==> src/rtl/burst_pkg.sv <==
package burst_pkg;
  localparam int BEAT_W = 2;
  typedef enum logic {ORD_LINEAR = 1'b0, ORD_XOR = 1'b1} order_e;
endpackage

==> src/rtl/burst_beat_ctr.sv <==
module burst_beat_ctr
  import burst_pkg::*;
#(
  parameter int W = BEAT_W
) (
  input  logic         clk,
  input  logic         rst_n,
  input  logic         en,
  input  logic         restart,
  output logic [W-1:0] cnt
);
  always_ff @(posedge clk) begin
    if (!rst_n)        cnt <= '0;
    else if (en) begin
      if (restart)     cnt <= '0;
      else             cnt <= cnt + 1'b1;
    end
  end

  p_step_wrap_r5: assert property (@(posedge clk) disable iff (!rst_n)
    (en && !restart) |=> (cnt == W'($past(cnt) + 1'b1)));
  p_ctr_hold_r8: assert property (@(posedge clk) disable iff (!rst_n)
    !en |=> $stable(cnt));
  p_restart_r9: assert property (@(posedge clk) disable iff (!rst_n)
    (en && restart) |=> (cnt == '0));
endmodule

==> src/rtl/burst_order.sv <==
module burst_order
  import burst_pkg::*;
#(
  parameter int W = BEAT_W
) (
  input  logic [W-1:0] start,
  input  logic [W-1:0] cnt,
  input  order_e       mode,
  output logic [W-1:0] low
);
  logic [W-1:0] xor_low;
  logic [W-1:0] lin_low;

  for (genvar b = 0; b < W; b++) begin : g_xor
    assign xor_low[b] = start[b] ^ cnt[b];
  end

  assign lin_low = start + cnt;

  always_comb begin
    if (mode == ORD_XOR) low = xor_low;
    else                 low = lin_low;
  end

  always_comb begin
    if (cnt == '0) p_beat0_start_r2: assert (low == start);
  end
endmodule

==> src/rtl/burst_addr_seq.sv <==
module burst_addr_seq
  import burst_pkg::*;
#(
  parameter int AW = 16
) (
  input  logic          clk,
  input  logic          rst_n,
  input  logic          cke_n,
  input  logic          adv_ld,
  input  logic [AW-1:0] ext_addr,
  input  logic          order_sel,
  input  logic          dir_in,
  output logic [AW-1:0] beat_addr,
  output logic          dir_q
);
  localparam int UW = AW - BEAT_W;

  logic              en;
  logic              do_load;
  logic [AW-1:0]     base_q;
  logic [BEAT_W-1:0] cnt;
  logic [BEAT_W-1:0] low;
  order_e            mode;

  assign en      = !cke_n;
  assign do_load = en && !adv_ld;
  assign mode    = order_sel ? ORD_XOR : ORD_LINEAR;

  always_ff @(posedge clk) begin
    if (!rst_n) begin
      base_q <= '0;
      dir_q  <= 1'b0;
    end else if (do_load) begin
      base_q <= ext_addr;
      dir_q  <= dir_in;
    end
  end

  burst_beat_ctr #(.W(BEAT_W)) u_ctr (
    .clk     (clk),
    .rst_n   (rst_n),
    .en      (en),
    .restart (!adv_ld),
    .cnt     (cnt)
  );

  burst_order #(.W(BEAT_W)) u_ord (
    .start (base_q[BEAT_W-1:0]),
    .cnt   (cnt),
    .mode  (mode),
    .low   (low)
  );

  assign beat_addr = {base_q[AW-1:BEAT_W], low};

  p_load_addr_r2: assert property (@(posedge clk) disable iff (!rst_n)
    do_load |=> (beat_addr == $past(ext_addr)));
  p_upper_fixed_r6: assert property (@(posedge clk) disable iff (!rst_n)
    (en && adv_ld) |=> (beat_addr[AW-1:BEAT_W] == $past(beat_addr[AW-1:BEAT_W])));
  p_dir_keep_r7: assert property (@(posedge clk) disable iff (!rst_n)
    (en && adv_ld) |=> $stable(dir_q));
  p_stall_hold_r8: assert property (@(posedge clk) disable iff (!rst_n)
    cke_n |=> ($stable(dir_q) && $stable(beat_addr[AW-1:BEAT_W])));
  p_reset_val_r1: assert property (@(posedge clk)
    !rst_n |=> (beat_addr == '0 && dir_q == 1'b0));

  localparam int UNUSED_UW = UW;
endmodule

==> config.mk <==
export PLATFORM = sky130hd
export DESIGN_NAME = burst_addr_seq
export DESIGN_NICKNAME = d
export VERILOG_FILES = /design/src/rtl/burst_pkg.sv /design/src/rtl/burst_beat_ctr.sv /design/src/rtl/burst_order.sv /design/src/rtl/burst_addr_seq.sv
export SDC_FILE = /design/constraint.sdc
export NUM_CORES = 1
export LEC_CHECK = 0
export ABC_AREA = 0
export BUFFER_PORTS_ARGS = -buffer_cell sky130_fd_sc_hd__buf_2
export CAP_MARGIN = 20
export CORE_MARGIN = 2
export CORE_UTILIZATION = 40
export DETAILED_ROUTE_END_ITERATION = 8
export GPL_TIMING_DRIVEN = 0
export PLACE_DENSITY_LB_ADDON = 0.12
export SLEW_MARGIN = 20
export SYNTH_ARGS = -nofsm -noshare
export SYNTH_HDL_FRONTEND = slang
export SYNTH_SLANG_ARGS = --single-unit
==> constraint.sdc <==
create_clock -name clk -period 0.8 [get_ports clk]
set_input_delay 0.08 -clock clk [delete_from_list [all_inputs] [get_ports clk]]
set_output_delay 0.08 -clock clk [all_outputs]
set_load 0.1 [all_outputs]
==> out/results.txt <==
DR WL/cell: 10.80 um
Hold Crit Endpoint: base_q[7]
Num CTS Buffers: 3
post-route ant nets: 0
Max-cap violations: 0
total gr overflow: 0
DP Wirelength: 1234 um
Final min period: 1359 ps
Final Max Slew Viols: 0
global-route wire length before repair: 2863 um
CP arrival: 1280 ps
Initial Utilization: 42.09%
total clock sinks: 19
Site Rows: 17
vias: 728
CP startpoint: base_q[0]
final-stage net count: 160
Setup violations, final: 18
status: finished, violations left
Avg Cell Area, Syn: 8.867 um^2
Min-Delay Path Class: in -> reg
Placed Area: 1186 um^2
crit path kind: reg -> out
num ports: 39
commonest cells after routing, fill and taps aside: nand2_1, buf_2, buf_12, dfxtp_2, a21boi_2
FF-to-FF setup slack: -100 ps
CTS tree: yes
CP Data Required Time: 720 ps
Reg area: 406.6 um^2
Worst Slack Setup Final: -559.4 ps
CP endpoint kind: primary output
vias in the first global route: 677
Worst Tran Pin Value: 333.6 ps
largest net degree at the start of global routing: 11
pwr/cell area: 1568 nW/um^2
dpl cells: 169
# H-tree levels: 1
Yosys cell types: 20
DRC violations left: 0
die area: 2706 um^2
fin crit share: 169.9%
gpl congestion: 0.6541
Clock Skews: 0.06134 ps
hold path depth: 3
Yosys reg bits: 19
cells on worst reg2reg path: 4
number of fill cells: 184
Ys Warns: 0
share of layout cells above drive strength 1: 60.29%
area taken by multi-input logic gates: 446.7 um^2
fin cells: 164
Die W: 52.02 um
worst vdd ir: 884.3 uV
Net Count, Synth: 127
Fin. Hold Viols: 0
RR Startpoint: u_ctr.cnt[0]
crit path max fanout: 2
min-delay src: ext_addr[7]
Leak: 0.5715 nW
Clk pin slew, worst setup/hold paths: 110 ps
Slew headroom: 77.76%
Die Ht: 52.02 um
Syn Inst Count: 104
Max Clock Freq: 735.6 MHz
RSZ-0062 raised after global routing: true
Total GRT Usage: 14.41%
Root Buffer: clkbuf_4
Post-Synthesis Cell Area: 922.1 um^2
failing checks: setup timing
R2R Path End: u_ctr.cnt[0]
CORE AREA: 2191 um^2
Startpoint Class: flop
commonest non-fill, non-tap cell in the layout: nand2_1
Clock Path Buffers: 2
Layout area overhead: 56.44%
initial drt markers: 3
DP Worst Slack: -544.1 ps
port bufs: 37
design area: 1443 um^2
clk_lat worst skew: 290 ps
Seq/Total Area, Yosys: 41.25%
antenna violations before repair: 0
antenna cells: 0
routed wire length: 1771 um
Vias/cell: 4.439
DR pass1 iterations: 2
## worst max-delay path, cell delays in order (launching register included)
cell,delay [ps]
dfxtp_2,370
ha_4,120
nor2b_4,170
xnor2_4,140
buf_12,190
## area by class of cell
cell class / count / area share (%)
Sequential cell: 19 / 28.19
Timing Repair Buffer: 42 / 33.30
Tap cell: 28 / 2.428
Buffer: 5 / 3.036
Clock buffer: 4 / 1.821
Multi-Input combinational cell: 65 / 30.96
Inverter: 1 / 0.2602
## timing repair
action	CTS	global route
gates resized for setup	86	4
pin swaps	2	2
buffers inserted	3	1
hold buffers	1	0
setup endpoints to repair	17	19
endpoints found under the hold margin	1	0
## flip-flops by register name, indices dropped and copies added, names as in the netlist
register and flops:
base_q 16, dir_q 1, u_ctr.cnt 2
## Yosys cell counts, drive strengths merged
| cell | count | share of area [%] |
|---|---|---|
| xnor2 | 2 | 1.9 |
| nand2 | 35 | 14 |
| nor2 | 2 | 1.6 |
| a21boi | 17 | 18 |
| clkbuf | 2 | 0.81 |
| nor2b | 2 | 1.4 |
| a21oi | 2 | 1.1 |
| nand4 | 1 | 0.68 |
| or2 | 1 | 0.68 |
| o21ai | 1 | 0.54 |
| buf | 17 | 15 |
| ha | 1 | 1.4 |
| dfxtp | 19 | 41 |
| nor3b | 1 | 0.81 |
| inv | 1 | 0.41 |
## cell families after synthesis
kind of cell    after synthesis  share of synthesized area, %
fa+ha+maj                     1                         1.357
xor+xnor                      2                         1.900
buf+inv                      20                         16.55
flops                        19                         41.25
simple gates                 42                         19.40
compound gates               20                         19.54
## power by group
group          switching [mW]  leakage [nW]  total, mW  internal [mW]
clock network           0.287        0.0150      0.481          0.194
logic                   0.446         0.393      0.746          0.300
registers              0.0430         0.163       1.04          0.993
total                   0.776         0.572       2.26           1.49
## routing by layer
layer / routed length, um / up-vias / global-route usage (%)
met5: 0 / - / 0
met4: 16 / 0 / 6.579
met3: 88 / 2 / 3.161
met2: 893 / 18 / 24.26
met1: 772 / 326 / 17.32
li1: - / 382 / -
## worst max path at each step
stage	end	slack (ps)	cells after the start
finish	beat_addr[1]	-560	4
global route	beat_addr[1]	-640	4
CTS	beat_addr[1]	-580	4
detailed placement	beat_addr[1]	-540	3
global placement	beat_addr[1]	-550	3
floorplan	beat_addr[1]	-480	3
## stage by stage
step / utilization (%) / hold WS [ps] / total power [mW] / TNS, ps
6_report: 65.85 / 16.50 / 2.262 / -2662
3_5_place_dp: 54.14 / 320.1 / 1.654 / -4381
4_1_cts: 65.22 / 2.249 / 2.292 / -2939
5_1_grt: 65.85 / 2.524 / 2.380 / -3565
3_3_place_gp: 54.14 / 311.8 / 1.647 / -4125
2_1_floorplan: - / 204.6 / 1.546 / -527.5
Note: power is estimated with default switching activity, not from simulation.
